**src/rtl/acc_pkg.sv**
```systemverilog
// Package: opcode values, instruction classes and sequencer states for the
// accumulator core. Assumes byte-wide opcodes holding decimal values.
package acc_pkg;

    localparam int OP_W = 8;

    localparam logic [OP_W-1:0] OPC_LDA = 8'd91;
    localparam logic [OP_W-1:0] OPC_STA = 8'd39;
    localparam logic [OP_W-1:0] OPC_CLA = 8'd8;
    localparam logic [OP_W-1:0] OPC_INC = 8'd10;
    localparam logic [OP_W-1:0] OPC_ADD = 8'd99;
    localparam logic [OP_W-1:0] OPC_SUB = 8'd61;
    localparam logic [OP_W-1:0] OPC_JMP = 8'd15;
    localparam logic [OP_W-1:0] OPC_JZ  = 8'd17;
    localparam logic [OP_W-1:0] OPC_JN  = 8'd19;
    localparam logic [OP_W-1:0] OPC_DSP = 8'd1;
    localparam logic [OP_W-1:0] OPC_HLT = 8'd64;

    typedef enum logic [3:0] {
        K_LDA, K_STA, K_CLA, K_INC, K_ADD, K_SUB,
        K_JMP, K_JZ, K_JN, K_DSP, K_HLT, K_BAD
    } op_kind_t;

    typedef enum logic [2:0] {
        ST_SETUP,   // put PC into MAR, advance PC
        ST_RDREQ,   // read strobe cycle
        ST_RDCAP,   // read byte is on the bus
        ST_EXEC,    // act on the decoded instruction
        ST_FINISH,  // complete an instruction that needed a data byte
        ST_WRREQ,   // write strobe cycle
        ST_HALT     // stopped until reset
    } seq_state_t;

    typedef enum logic [1:0] {
        RS_OPCODE,  // byte being read is an opcode
        RS_HIGH,    // byte being read is the operand high part
        RS_LOW,     // byte being read is the operand low part
        RS_DATA     // byte being read is instruction data
    } read_step_t;

endpackage

```
**src/rtl/acc_decode.sv**
```systemverilog
// Opcode decoder: maps an opcode byte to its instruction class.
// Assumes the operand presence follows opcode parity; unknown bytes map to K_BAD.
module acc_decode
    import acc_pkg::*;
(
    input  logic [OP_W-1:0] opcode,
    output op_kind_t        kind,
    output logic            has_operand,
    output logic            bad
);

    // classify the byte against the fixed opcode list
    always_comb begin
        case (opcode)
            OPC_LDA: kind = K_LDA;
            OPC_STA: kind = K_STA;
            OPC_CLA: kind = K_CLA;
            OPC_INC: kind = K_INC;
            OPC_ADD: kind = K_ADD;
            OPC_SUB: kind = K_SUB;
            OPC_JMP: kind = K_JMP;
            OPC_JZ:  kind = K_JZ;
            OPC_JN:  kind = K_JN;
            OPC_DSP: kind = K_DSP;
            OPC_HLT: kind = K_HLT;
            default: kind = K_BAD;
        endcase
    end

    assign has_operand = opcode[0];
    assign bad         = (kind == K_BAD);

endmodule

```
**src/rtl/acc_alu.sv**
```systemverilog
// Accumulator ALU: computes the next accumulator value and the zero and
// negative bits. Assumes two's complement wrap at DATA_W bits.
module acc_alu
    import acc_pkg::*;
#(
    parameter int DATA_W = 8
) (
    input  op_kind_t          kind,
    input  logic [DATA_W-1:0] acc,
    input  logic [DATA_W-1:0] operand,
    output logic [DATA_W-1:0] result,
    output logic              res_zero,
    output logic              res_neg,
    output logic              writes_acc,
    output logic              writes_flags
);

    // select the arithmetic result for the instruction class
    always_comb begin
        case (kind)
            K_CLA:   result = '0;
            K_INC:   result = acc + DATA_W'(1);
            K_ADD:   result = acc + operand;
            K_SUB:   result = acc - operand;
            K_LDA:   result = operand;
            default: result = acc;
        endcase
    end

    // mark which instructions update the accumulator and the flags
    always_comb begin
        writes_acc   = (kind == K_CLA) || (kind == K_INC) || (kind == K_ADD)
                    || (kind == K_SUB) || (kind == K_LDA);
        writes_flags = (kind == K_CLA) || (kind == K_INC) || (kind == K_ADD)
                    || (kind == K_SUB);
    end

    assign res_zero = (result == '0);
    assign res_neg  = result[DATA_W-1];

endmodule

```
**src/rtl/acc_eff_addr.sv**
```systemverilog
// Effective address former: joins the operand high and low bytes as
// high*RADIX+low. Assumes both bytes are below RADIX; the result is truncated
// to ADDR_W bits.
module acc_eff_addr #(
    parameter int DATA_W = 8,
    parameter int ADDR_W = 14,
    parameter int RADIX  = 100
) (
    input  logic [DATA_W-1:0] hi_byte,
    input  logic [DATA_W-1:0] lo_byte,
    output logic [ADDR_W-1:0] addr
);

    localparam int WIDE_W = ADDR_W + DATA_W;

    generate
        if (RADIX == (1 << DATA_W)) begin : g_concat
            // binary radix: the bytes simply concatenate
            logic [2*DATA_W-1:0] joined;
            assign joined = {hi_byte, lo_byte};
            assign addr   = ADDR_W'(joined);
        end else begin : g_scaled
            // decimal or other radix: scale the high byte and add the low byte
            logic [WIDE_W-1:0] wide;
            assign wide = (WIDE_W'(hi_byte) * WIDE_W'(RADIX)) + WIDE_W'(lo_byte);
            assign addr = wide[ADDR_W-1:0];
        end
    endgenerate

endmodule

```
**src/rtl/acc_core.sv**
```systemverilog
// Accumulator processor core: sequences fetch, operand fetch and execution
// over a byte memory whose read data arrives one cycle after the strobe.
// Assumes memory never stalls; halts on HLT or on an unknown opcode.
module acc_core
    import acc_pkg::*;
#(
    parameter int DATA_W = 8,
    parameter int ADDR_W = 14,
    parameter int RADIX  = 100
) (
    input  logic              clk,
    input  logic              rst_n,
    output logic [ADDR_W-1:0] mem_addr,
    output logic              mem_rw,
    output logic              mem_req,
    output logic [DATA_W-1:0] mem_wdata,
    input  logic [DATA_W-1:0] mem_rdata,
    output logic [DATA_W-1:0] dsp_data,
    output logic              dsp_valid,
    output logic [DATA_W-1:0] acc_out,
    output logic              zero_flag,
    output logic              neg_flag,
    output logic              halted,
    output logic              illegal
);

    seq_state_t        state_q;
    read_step_t        step_q;
    logic [ADDR_W-1:0] pc_q;
    logic [ADDR_W-1:0] mar_q;
    logic [DATA_W-1:0] mdr_q;
    logic [OP_W-1:0]   opcode_q;
    logic [DATA_W-1:0] hi_q;
    logic [DATA_W-1:0] lo_q;
    logic [DATA_W-1:0] acc_q;
    logic              z_q;
    logic              n_q;
    logic              h_q;
    logic              bad_q;
    logic              rw_q;
    logic [DATA_W-1:0] dsp_q;
    logic              dsp_v_q;

    logic              fresh_opcode;
    logic [OP_W-1:0]   dec_in;
    op_kind_t          kind;
    logic              dec_opnd;
    logic              dec_bad;
    logic [ADDR_W-1:0] eff_addr;
    logic [DATA_W-1:0] alu_res;
    logic              alu_z;
    logic              alu_n;
    logic              alu_wa;
    logic              alu_wf;
    logic              take_branch;

    // decode the byte on the bus while it is captured, else the held opcode
    assign fresh_opcode = (state_q == ST_RDCAP) && (step_q == RS_OPCODE);
    assign dec_in       = fresh_opcode ? OP_W'(mem_rdata) : opcode_q;

    acc_decode i_decode (
        .opcode      (dec_in),
        .kind        (kind),
        .has_operand (dec_opnd),
        .bad         (dec_bad)
    );

    acc_eff_addr #(
        .DATA_W (DATA_W),
        .ADDR_W (ADDR_W),
        .RADIX  (RADIX)
    ) i_eff_addr (
        .hi_byte (hi_q),
        .lo_byte (lo_q),
        .addr    (eff_addr)
    );

    acc_alu #(
        .DATA_W (DATA_W)
    ) i_alu (
        .kind         (kind),
        .acc          (acc_q),
        .operand      (mdr_q),
        .result       (alu_res),
        .res_zero     (alu_z),
        .res_neg      (alu_n),
        .writes_acc   (alu_wa),
        .writes_flags (alu_wf)
    );

    // branch decision from the current flags
    always_comb begin
        case (kind)
            K_JMP:   take_branch = 1'b1;
            K_JZ:    take_branch = z_q;
            K_JN:    take_branch = n_q;
            default: take_branch = 1'b0;
        endcase
    end

    // control sequencer and register set
    always_ff @(posedge clk) begin
        if (!rst_n) begin
            state_q  <= ST_SETUP;
            step_q   <= RS_OPCODE;
            pc_q     <= '0;
            mar_q    <= '0;
            mdr_q    <= '0;
            opcode_q <= '0;
            hi_q     <= '0;
            lo_q     <= '0;
            acc_q    <= '0;
            z_q      <= 1'b0;
            n_q      <= 1'b0;
            h_q      <= 1'b0;
            bad_q    <= 1'b0;
            rw_q     <= 1'b1;
        end else begin
            case (state_q)
                ST_SETUP: begin
                    mar_q   <= pc_q;
                    pc_q    <= pc_q + ADDR_W'(1);
                    rw_q    <= 1'b1;
                    state_q <= ST_RDREQ;
                end
                ST_RDREQ: begin
                    state_q <= ST_RDCAP;
                end
                ST_RDCAP: begin
                    mdr_q <= mem_rdata;
                    case (step_q)
                        RS_OPCODE: begin
                            opcode_q <= OP_W'(mem_rdata);
                            if (dec_bad) begin
                                bad_q   <= 1'b1;
                                h_q     <= 1'b1;
                                state_q <= ST_HALT;
                            end else if (dec_opnd) begin
                                step_q  <= RS_HIGH;
                                state_q <= ST_SETUP;
                            end else begin
                                state_q <= ST_EXEC;
                            end
                        end
                        RS_HIGH: begin
                            hi_q    <= mem_rdata;
                            step_q  <= RS_LOW;
                            state_q <= ST_SETUP;
                        end
                        RS_LOW: begin
                            lo_q    <= mem_rdata;
                            state_q <= ST_EXEC;
                        end
                        default: begin
                            state_q <= ST_FINISH;
                        end
                    endcase
                end
                ST_EXEC: begin
                    case (kind)
                        K_CLA, K_INC: begin
                            acc_q   <= alu_res;
                            z_q     <= alu_z;
                            n_q     <= alu_n;
                            step_q  <= RS_OPCODE;
                            state_q <= ST_SETUP;
                        end
                        K_LDA, K_ADD, K_SUB, K_DSP: begin
                            mar_q   <= eff_addr;
                            rw_q    <= 1'b1;
                            step_q  <= RS_DATA;
                            state_q <= ST_RDREQ;
                        end
                        K_STA: begin
                            mar_q   <= eff_addr;
                            mdr_q   <= acc_q;
                            rw_q    <= 1'b0;
                            state_q <= ST_WRREQ;
                        end
                        K_JMP, K_JZ, K_JN: begin
                            if (take_branch) begin
                                pc_q <= eff_addr;
                            end
                            step_q  <= RS_OPCODE;
                            state_q <= ST_SETUP;
                        end
                        default: begin
                            h_q     <= 1'b1;
                            state_q <= ST_HALT;
                        end
                    endcase
                end
                ST_FINISH: begin
                    if (alu_wa) begin
                        acc_q <= alu_res;
                    end
                    if (alu_wf) begin
                        z_q <= alu_z;
                        n_q <= alu_n;
                    end
                    step_q  <= RS_OPCODE;
                    state_q <= ST_SETUP;
                end
                ST_WRREQ: begin
                    step_q  <= RS_OPCODE;
                    state_q <= ST_SETUP;
                end
                default: begin
                    state_q <= ST_HALT;
                end
            endcase
        end
    end

    // display port: one-cycle pulse when a display instruction completes
    always_ff @(posedge clk) begin
        if (!rst_n) begin
            dsp_q   <= '0;
            dsp_v_q <= 1'b0;
        end else begin
            dsp_v_q <= (state_q == ST_FINISH) && (kind == K_DSP);
            if ((state_q == ST_FINISH) && (kind == K_DSP)) begin
                dsp_q <= mdr_q;
            end
        end
    end

    assign mem_addr  = mar_q;
    assign mem_rw    = rw_q;
    assign mem_req   = (state_q == ST_RDREQ) || (state_q == ST_WRREQ);
    assign mem_wdata = mdr_q;
    assign dsp_data  = dsp_q;
    assign dsp_valid = dsp_v_q;
    assign acc_out   = acc_q;
    assign zero_flag = z_q;
    assign neg_flag  = n_q;
    assign halted    = h_q;
    assign illegal   = bad_q;

endmodule

```
**config.mk**
```make
export PLATFORM = sky130hd
export DESIGN_NAME = acc_core
export DESIGN_NICKNAME = d
export VERILOG_FILES = /design/src/rtl/acc_pkg.sv /design/src/rtl/acc_decode.sv /design/src/rtl/acc_alu.sv /design/src/rtl/acc_eff_addr.sv /design/src/rtl/acc_core.sv
export SDC_FILE = /design/constraint.sdc
export NUM_CORES = 1
export LEC_CHECK = 0
export BUFFER_PORTS_ARGS = -buffer_cell sky130_fd_sc_hd__buf_2
export CAP_MARGIN = 20
export CORE_ASPECT_RATIO = 1.75
export CORE_MARGIN = 3
export CORE_UTILIZATION = 61
export DETAILED_ROUTE_END_ITERATION = 10
export PLACE_DENSITY = 0.82
export SYNTH_ARGS = -nofsm -noshare
export SYNTH_HDL_FRONTEND = slang
export SYNTH_SLANG_ARGS = --single-unit
export TNS_END_PERCENT = 100
```
**constraint.sdc**
```tcl
create_clock -name clk -period 4.7 [get_ports clk]
set_input_delay 0.235 -clock clk [delete_from_list [all_inputs] [get_ports clk]]
set_output_delay 0.235 -clock clk [all_outputs]
set_load 0.05 [all_outputs]
```
# Word level (Yosys, flattened, before mapping)
# Cells that the tools add are included.
# classes
add_sub_neg	5
mul	1
eq_ne	43
n_mux	36
reduce_logical	34
# op_table
operator	count
case mux 14 bit (2 select lines)	2
case mux 4 bit (11 select lines)	1
2-to-1 mux 14 bit	3
case mux 8 bit (5 select lines)	1
2-to-1 mux 8 bit	4
case mux 8 bit (2 select lines)	2
equality test 8 x 4 -> 1 bit (second input constant)	3
equality test 8 x 7 -> 1 bit (second input constant)	3
case mux 3 bit (3 select lines)	2
equality test 4 x 3 -> 1 bit (second input constant)	4
equality test 8 x 5 -> 1 bit (second input constant)	2
equality test 8 x 6 -> 1 bit (second input constant)	2
case mux 3 bit (5 select lines)	1
adder 14 x 1 -> 14 bit (second input constant)	1
adder 14 x 8 -> 14 bit	1
inequality test 2 bit (second input constant)	7
equality test 4 bit (second input constant)	3
multiplier 8 x 5 -> 12 bit (second input constant)	1
AND reduction 2 bit	6
AND reduction 3 bit	4
case mux 1 bit (2 select lines)	5
OR reduction 10 bit	1
OR reduction 5 bit	2
adder 8 x 1 -> 8 bit (second input constant)	1
33 further kinds	57
# totals
ff_bits	87
inputBits	10
wordCells	135

# Depth between registers and ports, before layout
# Gate-level depths: netlist of the first run.
# depth
ltp_word	12
mapped_depth	20
ltp_nobuf	18

# Hierarchy
# From an unflattened synthesis of the first run, not the netlist that was laid out.
# unflattened
hier_cells	731
hier_area_um2	6042.0
# modules_own_cells
mod	n_inst	cells_each	area_per_inst_um2	seq_area_each_um2
acc_core	1	462	3937.5	1741.7
acc_eff_addr	1	114	972.2	0.0
acc_alu	1	101	714.4	0.0
acc_decode	1	54	417.9	0.0

# Worst setup path before layout of the first run
# No wires, ideal clock.
# synth_path
kind	register to register
startpoint	reg step_q[0]
endpoint	reg z_q, in the netlist zero_flag
setup_ns	0.069
arrival_time_ns	4.115
required_ns	4.631
slack_ns	0.517
path_stages_with_launch	21
path_buffers	2
synth_period_minus_slack_ns	4.183
cell_sequence	dfxtp_1 > inv_1 > ha_1 > nor4bb_1 > buf_2 > buf_2 > nor4_1 > a31oi_1 > o2111ai_1 > nor2_1 > xor2_1 > nor2_1 > ha_1 > nor2b_1 > o21a_1 > nor3_1 > nor2_1 > or3_1 > or3_1 > a221o_1 > o21ai_1
# synth_via
elab_chain_len	11
word_cells_on_any_way	32
classes_between	17 x eq/ne; 6 x mux; 9 x reduce/logical
# synth_rtl
item	line	source
start, declared	acc_core.sv:28	read_step_t step_q;
start signal, assigned	acc_core.sv:105	step_q <= RS_OPCODE;
start signal, assigned	acc_core.sv:139	step_q <= RS_HIGH;
start signal, assigned	acc_core.sv:147	step_q <= RS_LOW;
zero test 2 bit (*)	acc_core.sv:58	assign fresh_opcode = (state_q == ST_RDCAP) && (step_q == RS_OPCODE);
logical AND 1 bit (*)	acc_core.sv:58	
2-to-1 mux 8 bit (*)	acc_core.sv:59	assign dec_in = fresh_opcode ? OP_W'(mem_rdata) : opcode_q;
equality test 8 x 7 -> 1 bit (tied with other cells)	acc_decode.sv:14	case (opcode)
case mux 4 bit (11 select lines) (*)	acc_decode.sv:14	
branches (longest 6 deep; another with case mux 8 bit (5 select lines))	n/a	
end signal, assigned	acc_core.sv:163	z_q <= alu_z;
end signal, assigned	acc_core.sv:198	z_q <= alu_z;
end, declared	acc_core.sv:36	logic z_q;
# Every way passes the cells marked *. The select of a mux whose other input is x is not followed.
# A chain may end at the register's enable or synchronous reset.

# Worst setup path after layout of the first run
# layout_path
startpoint	reg step_q[1]
endpoint	reg z_q, in the netlist zero_flag
# The elaborated chain is that of the path after synthesis.

==> PnR_summary.wiki, run 1 <==
{| class="wikitable"
! Metric !! Value
|-
| Core Box Area || 9590 um2
|-
| # rows || 47
|-
| Main combinational cell family by area after synthesis || simple AND/OR/NAND/NOR gates
|-
| Drc violations || 0
|-
| DRC marker count from the first detailed-route iteration || 448
|-
| Highest-delay cell along the critical path || sky130_fd_sc_hd__dfxtp_1
|-
| Critical path, cell by cell || inv_1 -> ha_1 -> nor4bb_4 -> buf_4 -> buf_4 -> buf_4 -> o2111ai_1 -> o41ai_2 -> a41oi_1 -> nand2_1 -> ha_1 -> fa_1 -> nor2b_1 -> o21a_1 -> o21a_1 -> nor2_1 -> or3_1 -> or3_1 -> a221o_1 -> o21ai_1
|-
| WP buf/inv || 4
|-
| Proportion of synthesized flip-flops having asynchronous set or reset || 0%
|-
| Element type at the critical path start || flip-flop
|-
| Clock Root Buffer || sky130_fd_sc_hd__clkbuf_16
|-
| Worst Path Max Fanout || 12
|-
| Area of the mapped netlist || 6050 um2
|-
| Max-capacitance violation count || 0
|-
| Antenna violations before repair || 0
|-
| Area of combinational cells with multiple inputs || ~4000 um2
|-
| Vias per inst || ~6.4
|-
| Wire length of the first global-routing pass || 28300 um
|-
| Number of instances in the synthesized netlist || approximately 780
|-
| Effective utilization at floorplan || 63.1%
|-
| Period Utilization, post-route || 96.1%
|-
| Cell variety after synth || 76
|-
| Filler cells || 777
|-
| Count of antenna-violating nets left after detailed routing || 0
|-
| Primary FF master, synth || sky130_fd_sc_hd__dfxtp_1
|-
| Final design instance area without fill || about 7000 um2
|-
| Leading cell types by total area after synthesis || sky130_fd_sc_hd__dfxtp_1, sky130_fd_sc_hd__ha_1, sky130_fd_sc_hd__nand2_1
|-
| Overflow left after global routing || 0
|-
| Count of port buffers added during placement || 54
|-
| Required time worst endpoint || 4.98 ns
|-
| RePlAce Congestion || between 0.9 and 1
|-
| Standby leakage power || 2.86 nW
|-
| Number of search-and-repair iterations in the first detailed-routing pass || 6
|-
| Post-synthesis sequential element count || 87
|-
| Final setup viols || 0
|-
| Post-DR wirelength/cell || 18.4 um
|-
| Width of the die || 81.3 um
|-
| Global-route total usage across every layer || between 30% and 40%
|-
| Final HPWL DP || 12700 um
|-
| N_diodes || 0
|-
| Final Total Pwr || 3.31 mW
|-
| Cell with the most instances on the worst path || sky130_fd_sc_hd__buf_4
|-
| Later-pin clock latency in the skew report || 0.35 ns
|-
| Number of enable-type register cells in the synthesized netlist || 0
|-
| Pre-CTS setup slack || 0.127 ns
|-
| Setup ws final || roughly 0.18 ns
|-
| Clock transition at the register clock pins on the worst setup and hold paths after CTS || ~0.070 ns
|-
| Most frequent cells after synthesis || sky130_fd_sc_hd__nand2_1, sky130_fd_sc_hd__dfxtp_1, sky130_fd_sc_hd__nor2_1, sky130_fd_sc_hd__a21oi_1, sky130_fd_sc_hd__ha_1
|-
| Worst setup skew after layout || 0.00899 ns
|-
| Yosys top cell by area || sky130_fd_sc_hd__dfxtp_1
|-
| Instance area after placement || approximately 6400 um2
|-
| CP top delay family || compound AO/OA/AOI/OAI gates
|-
| Type of destination of the critical path || flip-flop
|-
| Pin count of the biggest net entering global routing || 58
|-
| Critical Setup Path Class || flip-flop to flip-flop
|-
| Final slew viol count || 0
|-
| Synthesis warning total || 0
|-
| Final WL || 17600 um
|-
| Inserted Clock Buffers || 9
|-
| Die area || 11200 um2
|-
| Area share of the largest cell type after synthesis || 28.8%
|-
| Xor/xnor share of the synthesized area || ~3.2%
|-
| Fraction of the mapped netlist area in compound gates || 23.9%
|-
| Clock sink count || 87
|-
| Relative slew margins || between 30% and 40%
|-
| Status || finished clean
|-
| Growth of design area from synthesis to finish || 12.4%
|-
| Max Clk Rate || 0.221 GHz
|-
| Critical Path AT || 4.80 ns
|-
| Post-layout minimum cycle time || 4.52 ns
|-
| Total via count in the routed design || between 6000 and 7000
|-
| Maximum clock insertion buffer count || 2
|-
| Die boundary height || around 140 um
|-
| Total area of sequential cells || 1740 um2
|-
| Number of hold violations in the final report || 0
|-
| Worst voltage drop across the vdd grid || around 0.40 mV
|-
| Mux contribution to synthesized area || 2.17%
|-
| Via count of the first global-routing pass || 5977
|-
| Mapped Avg Cell Area || 7.73 um2
|-
| Worst min path class || input port to flip-flop
|-
| Delay of the slowest cell on the worst path || roughly 0.41 ns
|-
| Sequential share of the synthesized area || roughly 29%
|-
| Transition time of the tightest slew-check pin || 1.01 ns
|-
| CTS tree || done
|-
| Library cell with the highest instance count after synthesis || sky130_fd_sc_hd__nand2_1
|-
| I/O pin count || 55
|-
| Arithmetic-cell share of the synthesized area counting full adders, half adders and majority gates || 11.0%
|-
| Final nets || 886
|-
| Share of post-route cells with drive strength above 1 || 15.0%
|-
| Simple-Gate Fraction of Synth Area || 25.2%
|-
| Number of levels the H-tree was split into || 3
|-
| Mapped Nets || 843
|-
| Power density relative to cell area || roughly 490 nW/um2
|}
[report_power, final]
group | internal [mW] | switching, mW | leakage [nW]
combinational | 0.508 | 1.06 | 2.01
clock | 0.421 | 0.329 | 0.146
sequential | 0.859 | 0.137 | 0.706
total | 1.79 | 1.52 | 2.86
[worst reg2reg max path: cells and delay by family (launching register included)]
family / cells / cell delay (ns)
DFF: 1 / 0.41
adders and majority gates: 3 / 0.88
and+or+nand+nor: 6 / 1.19
buffers and inverters: 4 / 0.61
AOI/OAI and AO/OA: 7 / 1.36
[final timing paths]
kind	from	end	slack (ns)	cells after the start
worst max-delay path	step_q[1]$_SDFFE_PN0P_	zero_flag$_SDFFE_PN0P_	0.18	20
worst min register to register	mem_addr[10]$_SDFFE_PN0P_	mem_addr[10]$_SDFFE_PN0P_	0.45	2
worst max register to register	step_q[1]$_SDFFE_PN0P_	zero_flag$_SDFFE_PN0P_	0.18	20
worst min-delay path	mem_rdata[0]	hi_q[0]$_SDFFE_PN0P_	0.24	3
[flip-flops by register name, indices dropped and copies added (netlist names), 2 cells and up]
signal     cells
state_q        3
mem_addr      14
dsp_data       8
opcode_q       8
mem_wdata      8
hi_q           8
step_q         2
lo_q           8
pc_q          14
acc_out        8
[per-stage QoR]
| step | utilization, % | std cells | TNS [ns] | hold WS, ns |
|---|---|---|---|---|
| floorplan | - | 783 | 0 | 0.432 |
| global placement | 67.0 | 931 | 0 | 0.437 |
| detailed placement | 67.0 | 931 | 0 | 0.449 |
| CTS | 70.2 | 947 | 0 | 0.235 |
| global route | 71.0 | 953 | -0.00191 | 0.254 |
| finish | 71.0 | 953 | 0 | 0.237 |
[cell type report]
class                           instances  area share, %
Multi-Input combinational cell        613           58.8
Sequential cell                        87           25.6
Timing Repair Buffer                   80           6.95
Clock buffer                           10           3.37
Tap cell                              122           2.24
Inverter                               35           1.93
Clock inverter                          6           1.10
[cell usage in the layout, fill, tap and decap left out, drive strengths merged, types with 10 or more instances in the layout]
cell type / n
a21oi: 59
nand3: 12
nor3: 24
buf: 80
nand4: 12
nor2b: 12
o21ai: 35
ha: 45
dfxtp: 87
clkbuf: 10
nand2: 118
mux2i: 12
a311oi: 10
a211oi: 14
inv: 38
xnor2: 10
o211ai: 11
a31oi: 12
xor2: 12
nor2: 83
[per-layer routing]
layer / vias to the layer above / track usage (%) / routed length [um]
met5: - / 0 / 0
met1: 2881 / 34.8 / 6510
met4: 0 / 19.5 / 894
li1: 2911 / - / -
met3: 73 / 4.71 / 887
met2: 234 / 57.6 / 9280
[repair_timing]
item                                    4_1_cts  5_1_grt
endpoints found under the setup margin        0        3
hold buffers                                  0        0
resized for setup                             0        4
setup buffers                                 0        4
[kinds of logic after synthesis]
family,Yosys count
simple gates,322
compound gates,206
flops,87
buf+inv,83
fa+ha+maj,50
xor+xnor,22
mux,13
Power figures use the tool's default switching activity.
==> run 2, diff against run 1 <==
Settings changed: CORE_UTILIZATION 61 to 29, PLACE_DENSITY 0.82 to unset.
==> run 2 against run 1 <==
  * Core utilization decreased by 37 points
  * Final cell count is 13% higher
  * Worst hold slack improved by 0.038 ns
  * Sequential cell count stayed put
  * Via count fell by 2.7%
  * Sequential power about the same
  * Critical path depth down 2
  * Non-clock buffer count shrank 5
  * Clock skew is 0.00084 ns higher
  * Total power is 0.79% lower
  * Largest cell class unchanged
  * Highest routed layer unchanged
==> PnR_summary.wiki, run 2 (synthesis gave the netlist of run 1 again) <==
{| class="wikitable"
! Metric !! Value
|-
| Count of port buffers added during placement || 54 (unchanged)
|-
| Final nets || 881 (-0.56%)
|-
| Post-layout minimum cycle time || 4.41 ns (-0.107 ns)
|-
| Worst setup skew after layout || 0.00983 ns (+0.000838 ns)
|-
| Period Utilization, post-route || 93.8% (-2.3 points)
|-
| Worst Path Max Fanout || 8 (-4)
|-
| Share of post-route cells with drive strength above 1 || 14.3% (-0.76 points)
|-
| Highest-delay cell along the critical path || sky130_fd_sc_hd__fa_1
|-
| DRC marker count from the first detailed-route iteration || 317 (-29%)
|-
| Count of antenna-violating nets left after detailed routing || 0 (unchanged)
|-
| Wire length of the first global-routing pass || 28900 um (+2.3%)
|-
| Delay of the slowest cell on the worst path || 0.41 ns (about the same)
|-
| Overflow left after global routing || 0 (unchanged)
|-
| Highest-count cells in the layout ignoring fill and taps || sky130_fd_sc_hd__nand2_1, sky130_fd_sc_hd__dfxtp_1, sky130_fd_sc_hd__nor2_1
|-
| Max Clk Rate || 0.227 GHz (+2.4%)
|-
| Clock sink count || 87 (unchanged)
|-
| Area of combinational cells with multiple inputs || 4010 um2 (+0.34%)
|-
| Filler cells || 2137 (+180%)
|-
| CTS tree || done
|-
| Total area of sequential cells || 1740 um2 (unchanged)
|-
| Startpoint of the worst-slack reg-to-reg timing path || step_q[0]$_SDFFE_PN0P_
|-
| Relative slew margins || 36.8% (+4.2 points)
|-
| Setup TNS || 0 ns (unchanged)
|-
| Final slew viol count || 0 (unchanged)
|-
| Effective utilization at floorplan || 29.7% (-33 points)
|-
| Antenna violations before repair || 0 (unchanged)
|-
| Transition time of the tightest slew-check pin || 0.949 ns (-0.0599 ns)
|-
| Max-capacitance violation count || 0 (unchanged)
|-
| Number of search-and-repair iterations in the first detailed-routing pass || 5 (-1)
|-
| Die area || 22700 um2 (+100%)
|-
| Clock Root Buffer || sky130_fd_sc_hd__clkbuf_16
|-
| Post-DR wirelength/cell || 16.7 um (-9.2%)
|-
| Worst slack on hold paths || 0.276 ns (+0.0384 ns)
|-
| Inserted Clock Buffers || 9 (unchanged)
|-
| Number of hold violations in the final report || 0 (unchanged)
|-
| Worst r2r dst || zero_flag$_SDFFE_PN0P_
|-
| Final HPWL DP || 13100 um (+3.2%)
|-
| N_diodes || 0 (unchanged)
|-
| Power density relative to cell area || 474 nW/um2 (-2.6%)
|-
| Worst reg2reg path depth || 18 (-10%)
|-
| Clock transition at the register clock pins on the worst setup and hold paths after CTS || 0.07 ns (about the same)
|-
| Maximum clock insertion buffer count || 2 (unchanged)
|-
| # rows || 69 (+47%)
|-
| Setup repair after global routing missed its margin || false
|-
| Status || finished clean
|-
| Worst min path class || input port to flip-flop
|-
| Required time worst endpoint || 4.99 ns (about the same)
|-
| Critical Setup Path Class || flip-flop to flip-flop
|-
| Hold Crit Endpoint || opcode_q[6]$_SDFFE_PN0P_
|-
| Critical Path AT || 4.69 ns (-0.11 ns)
|-
| RePlAce Congestion || 0.879 (-7.1%)
|-
| Element type at the critical path start || flip-flop
|-
| Via count of the first global-routing pass || 5810 (-2.8%)
|-
| Global-route total usage across every layer || 15.7% (-17 points)
|-
| Width of the die || 115 um (+42%)
|-
| Worst voltage drop across the vdd grid || 0.232 mV (-41%)
|-
| Type of destination of the critical path || flip-flop
|-
| Critical hold path startpoint || mem_rdata[6]
|-
| Later-pin clock latency in the skew report || 0.35 ns (about the same)
|-
| Critical path, cell by cell || inv_1 -> ha_2 -> nor4bb_4 -> buf_4 -> buf_4 -> nand4_1 -> a41oi_1 -> nand2_1 -> ha_1 -> fa_1 -> nor2b_1 -> o21a_1 -> o21a_1 -> nor2_1 -> or3_1 -> or3_1 -> a221o_1 -> o21ai_1
|-
| Pin count of the biggest net entering global routing || 61 (+5.2%)
|-
| Core Box Area || 20400 um2 (+110%)
|-
| Die boundary height || 197 um (+43%)
|-
| Final WL || 18000 um (+2.3%)
|-
| Number of levels the H-tree was split into || 3 (unchanged)
|-
| Leading cell type in the layout, fill and taps excluded || sky130_fd_sc_hd__nand2_1
|-
| Final setup viols || 0 (unchanged)
|-
| Vias per inst || 5.53 (-14%)
|-
| Worst hold path stage count || 3 (unchanged)
|-
| Total via count in the routed design || 5934 (-2.7%)
|-
| I/O pin count || 55 (unchanged)
|-
| Growth of design area from synthesis to finish || 14.4%
|-
| Drc violations || 0 (unchanged)
|-
| Register-to-register setup slack || 0.29 ns (+0.11 ns)
|-
| Standby leakage power || 2.83 nW (-1.2%)
|-
| Cts hold-fix bufs || 0 (unchanged)
|}
run 2: critical path, delay by kind of cell, from the launching register on:
family	cells	cell delay, ns
fa+ha+maj	3	0.90
simple gates	7	1.55
flops	1	0.33
buf+inv	3	0.50
compound gates	5	1.07
run 2: report_power, final:
part           internal (mW)  switching [mW]
Combinational          0.503            1.03
Clock                  0.429           0.316
Sequential             0.859           0.146
run 2: per-stage QoR:
stage	setup slack [ns]	std cells	cell area, um2	total power, mW	utilization, %
floorplan	0.517	783	6050	2.15	-
global route	0.0147	1074	6930	3.49	34.0
global placement	0.368	1054	6560	2.50	32.2
detailed placement	0.298	1055	6570	2.52	32.2
CTS	0.288	1071	6870	3.26	33.7
finish	0.291	1074	6930	3.29	34.0
run 2: area by class of cell:
cell class,count,area share [%]
inverter,35,1.90
sequential,87,25.1
clock inverter,4,0.795
multi-input combinational,613,57.9
clock buffer,12,3.56
tap,248,4.48
timing repair buffer,75,6.18
run 2: worst max-delay path by stage:
stage	startpoint	depth (start not counted)	slack [ns]	to
global route	step_q[1]$_SDFFE_PN0P_	18	0.01	zero_flag$_SDFFE_PN0P_
global placement	step_q[0]$_SDFFE_PN0P_	19	0.37	zero_flag$_SDFFE_PN0P_
CTS	step_q[0]$_SDFFE_PN0P_	18	0.29	zero_flag$_SDFFE_PN0P_
floorplan	step_q[0]$_SDFFE_PN0P_	20	0.52	zero_flag$_SDFFE_PN0P_
finish	step_q[0]$_SDFFE_PN0P_	18	0.29	zero_flag$_SDFFE_PN0P_
detailed placement	step_q[0]$_SDFFE_PN0P_	19	0.30	zero_flag$_SDFFE_PN0P_
run 2: repair_timing:
action	4_1_cts	5_1_grt
buffers inserted	0	2
endpoints found under the setup margin	0	3
gates resized for setup	0	4
run 2: per-layer routing:
| metal | global-route usage [%] | routed length (um) | up-vias |
|---|---|---|---|
| met5 | 0 | 0 | - |
| met4 | 9.05 | 853 | 0 |
| met3 | 1.62 | 610 | 51 |
| met2 | 28.8 | 9270 | 151 |
| met1 | 17.2 | 7250 | 2838 |
| li1 | - | - | 2894 |
==> run 3, diff against run 2 <==
Settings changed: ABC_AREA set to 1.
==> run 3 against run 2 <==
  * Clock skew up 0.0018 ns
  * Total power increased by 16%
  * Critical path depth increased by 11
  * Largest cell class unchanged
  * Highest routed layer unchanged
==> PnR_summary.wiki, run 3 <==
{| class="wikitable"
! Metric !! Value
|-
| RePlAce Congestion || 0.946 (+7.7%)
|-
| Number of enable-type register cells in the synthesized netlist || 0 (unchanged)
|-
| Critical Setup Path Class || flip-flop to flip-flop
|-
| N_diodes || 0 (unchanged)
|-
| DRC marker count from the first detailed-route iteration || 307 (-3.2%)
|-
| Most frequent cells after synthesis || sky130_fd_sc_hd__nand2_1, sky130_fd_sc_hd__inv_1, sky130_fd_sc_hd__nor2_1, sky130_fd_sc_hd__o21ai_0, sky130_fd_sc_hd__dfxtp_1
|-
| Fin util || 33.0% (-0.96 points)
|-
| Final WL || 18300 um (+1.6%)
|-
| Type of destination of the critical path || flip-flop
|-
| Critical Path AT || 4.47 ns (-0.22 ns)
|-
| Share of post-route cells with drive strength above 1 || 14.9% (+0.59 points)
|-
| Worst Path Max Fanout || 18 (+10)
|-
| Post-layout minimum cycle time || 4.18 ns (-0.229 ns)
|-
| Period Utilization, post-route || 88.9% (-4.9 points)
|-
| Leading cell types by total area after synthesis || sky130_fd_sc_hd__dfxtp_1, sky130_fd_sc_hd__nand2_1, sky130_fd_sc_hd__ha_1
|-
| Sequential share of the synthesized area || 28.2% (-0.54 points)
|-
| Worst min path class || input port to flip-flop
|-
| Mapped Nets || 963 (+14%)
|-
| Primary FF master, synth || sky130_fd_sc_hd__dfxtp_1
|-
| # rows || 70 (+1.4%)
|-
| Synthesis warning total || 0 (unchanged)
|-
| Setup repair after global routing missed its margin || false
|-
| Number of hold violations in the final report || 0 (unchanged)
|-
| Count of port buffers added during placement || 54 (unchanged)
|-
| Later-pin clock latency in the skew report || 0.35 ns (about the same)
|-
| Pin count of the biggest net entering global routing || 68 (+11%)
|-
| Growth of design area from synthesis to finish || 12.1%
|-
| Maximum clock insertion buffer count || 2 (unchanged)
|-
| Transition time of the tightest slew-check pin || 0.814 ns (-0.135 ns)
|-
| Final Instance Count excl. Fillers || 1200 (+12%)
|-
| Via count of the first global-routing pass || 5794 (-0.28%)
|-
| Gates resized, CTS repair || 0 (unchanged)
|-
| Highest-count cells in the layout ignoring fill and taps || sky130_fd_sc_hd__nand2_1, sky130_fd_sc_hd__inv_1, sky130_fd_sc_hd__nor2_1
|-
| Vias per inst || 4.97 (-10%)
|-
| Overflow left after global routing || 0 (unchanged)
|-
| Effective utilization at floorplan || 29.5% (-0.24 points)
|-
| Setup TNS || 0 ns (unchanged)
|-
| Core Box Area || 20900 um2 (+2.7%)
|-
| Post-DR wirelength/cell || 15.2 um (-9.0%)
|-
| WP buf/inv || 5 (+2)
|-
| Clock sink count || 87 (unchanged)
|-
| Clock Root Buffer || sky130_fd_sc_hd__clkbuf_16
|-
| CTS tree || done
|-
| Cts hold-fix bufs || 0 (unchanged)
|-
| Proportion of synthesized flip-flops having asynchronous set or reset || 0% (unchanged)
|-
| Final setup viols || 0 (unchanged)
|-
| Number of search-and-repair iterations in the first detailed-routing pass || 5 (unchanged)
|-
| Max Clk Rate || 0.239 GHz (+5.5%)
|-
| Setup bufs post-CTS || 0 (unchanged)
|-
| CP top delay family || simple AND/OR/NAND/NOR gates
|-
| Clock transition at the register clock pins on the worst setup and hold paths after CTS || 0.08 ns (about the same)
|-
| Cell count after placement || 1184 (+12%)
|-
| I/O pin count || 55 (unchanged)
|-
| Post-synthesis sequential element count || 87 (unchanged)
|-
| Relative slew margins || 45.4% (+8.7 points)
|-
| Delay of the slowest cell on the worst path || 0.35 ns (-0.06 ns)
|-
| Power density relative to cell area || 550 nW/um2 (+16%)
|-
| Inserted Clock Buffers || 9 (unchanged)
|-
| Leading cell type in the layout, fill and taps excluded || sky130_fd_sc_hd__nand2_1
|-
| Element type at the critical path start || flip-flop
|-
| Area of the mapped netlist || 6170 um2 (+1.9%)
|-
| Drc violations || 0 (unchanged)
|-
| Width of the die || 116 um (+0.90%)
|-
| Area of combinational cells with multiple inputs || 3770 um2 (-6.1%)
|-
| Yosys top cell by area || sky130_fd_sc_hd__dfxtp_1
|-
| Library cell with the highest instance count after synthesis || sky130_fd_sc_hd__nand2_1
|-
| Die area || 23100 um2 (+1.8%)
|-
| Required time worst endpoint || 4.99 ns (about the same)
|-
| Max-capacitance violation count || 0 (unchanged)
|-
| Worst setup skew after layout || 0.0116 ns (+0.00176 ns)
|-
| Cell with the most instances on the worst path || sky130_fd_sc_hd__nand2_1
|-
| Worst voltage drop across the vdd grid || 0.225 mV (-3.2%)
|-
| Total area of sequential cells || 1740 um2 (unchanged)
|-
| Standby leakage power || 3.48 nW (+23%)
|-
| Status || finished clean
|-
| Number of levels the H-tree was split into || 3 (unchanged)
|-
| Total via count in the routed design || 5965 (+0.52%)
|-
| Number of instances in the synthesized netlist || 903 (+15%)
|-
| Final slew viol count || 0 (unchanged)
|-
| Antenna violations before repair || 0 (unchanged)
|-
| Filler cells || 2256 (+5.6%)
|-
| Mapped Avg Cell Area || 6.83 um2 (-12%)
|-
| Area share of the largest cell type after synthesis || 28.2% (-0.54 points)
|-
| Count of antenna-violating nets left after detailed routing || 0 (unchanged)
|-
| Wire length of the first global-routing pass || 29500 um (+2.1%)
|-
| Final HPWL DP || 14200 um (+8.1%)
|-
| Cell variety after synth || 44 (-42%)
|-
| Die boundary height || 199 um (+0.92%)
|-
| Final nets || 1003 (+14%)
|-
| Global-route total usage across every layer || 16.2% (+0.49 points)
|-
| Highest-delay cell along the critical path || sky130_fd_sc_hd__dfxtp_1
|}
==> run 3: worst paths after layout <==
check | start | to | slack, ns | cells after the start
worst max-delay path | step_q[1]$_SDFFE_PN0P_ | zero_flag$_SDFFE_PN0P_ | 0.52 | 29
worst min-delay path | mem_rdata[6] | mem_wdata[6]$_SDFFE_PN0P_ | 0.20 | 3
worst max register to register | step_q[1]$_SDFFE_PN0P_ | zero_flag$_SDFFE_PN0P_ | 0.52 | 29
worst min register to register | illegal$_SDFFE_PN0P_ | illegal$_SDFFE_PN0P_ | 0.46 | 2
==> run 3: cell type report <==
type / count / area share, %
multi-input cells: 660 / 54.5
well taps: 252 / 4.56
flip-flops and latches: 87 / 25.2
repair buffers: 57 / 4.23
clock inverters: 7 / 1.27
inverters: 128 / 7.02
clock buffers: 9 / 3.26
==> run 3: worst min-delay path, stage by stage <==
cell and delay (ns):
sky130_fd_sc_hd__buf_2 0.13, sky130_fd_sc_hd__nand2_1 0.07, sky130_fd_sc_hd__a31oi_1 0.07
==> run 3: cell families (layout without fill, tap and decap cells) <==
kind of cell / count (synthesis) / count (layout) / synth area share [%]
xor gates and xnor gates: 11 / 11 / 1.56
and+or+nand+nor: 401 / 401 / 31.3
adders and majority gates: 50 / 50 / 10.8
buffers and inverters: 156 / 201 / 10.7
AOI/OAI and AO/OA: 198 / 198 / 17.4
DFF: 87 / 87 / 28.2
==> run 3: report_power, final <==
group / total [mW] / switching, mW / internal, mW
logic: 1.95 / 1.41 / 0.542
registers: 1.08 / 0.168 / 0.914
clock network: 0.769 / 0.344 / 0.426
total: 3.80 / 1.92 / 1.88
==> run 3: routing by layer <==
metal | part of all wire (%) | wire length (um) | GRT usage [%] | vias to the layer above
met2 | 54 | 9930 | 30.3 | 161
met4 | 4.9 | 903 | 8.69 | 0
met3 | 3.9 | 713 | 2.19 | 61
li1 | - | - | - | 3048
met5 | 0 | 0 | 0 | -
met1 | 37 | 6730 | 17.0 | 2695
==> run 3: through the flow <==
| stage | hold WS [ns] | cell area, um2 | total power [mW] | worst slack (ns) |
|---|---|---|---|---|
| 6_report | 0.200 | 6910 | 3.80 | 0.520 |
| 2_1_floorplan | 0.370 | 6170 | 2.64 | 1.19 |
| 3_3_place_gp | 0.438 | 6600 | 3.03 | 0.669 |
| 4_1_cts | 0.189 | 6910 | 3.82 | 0.566 |
| 3_5_place_dp | 0.447 | 6600 | 3.04 | 0.591 |
| 5_1_grt | 0.201 | 6910 | 4.09 | 0.130 |
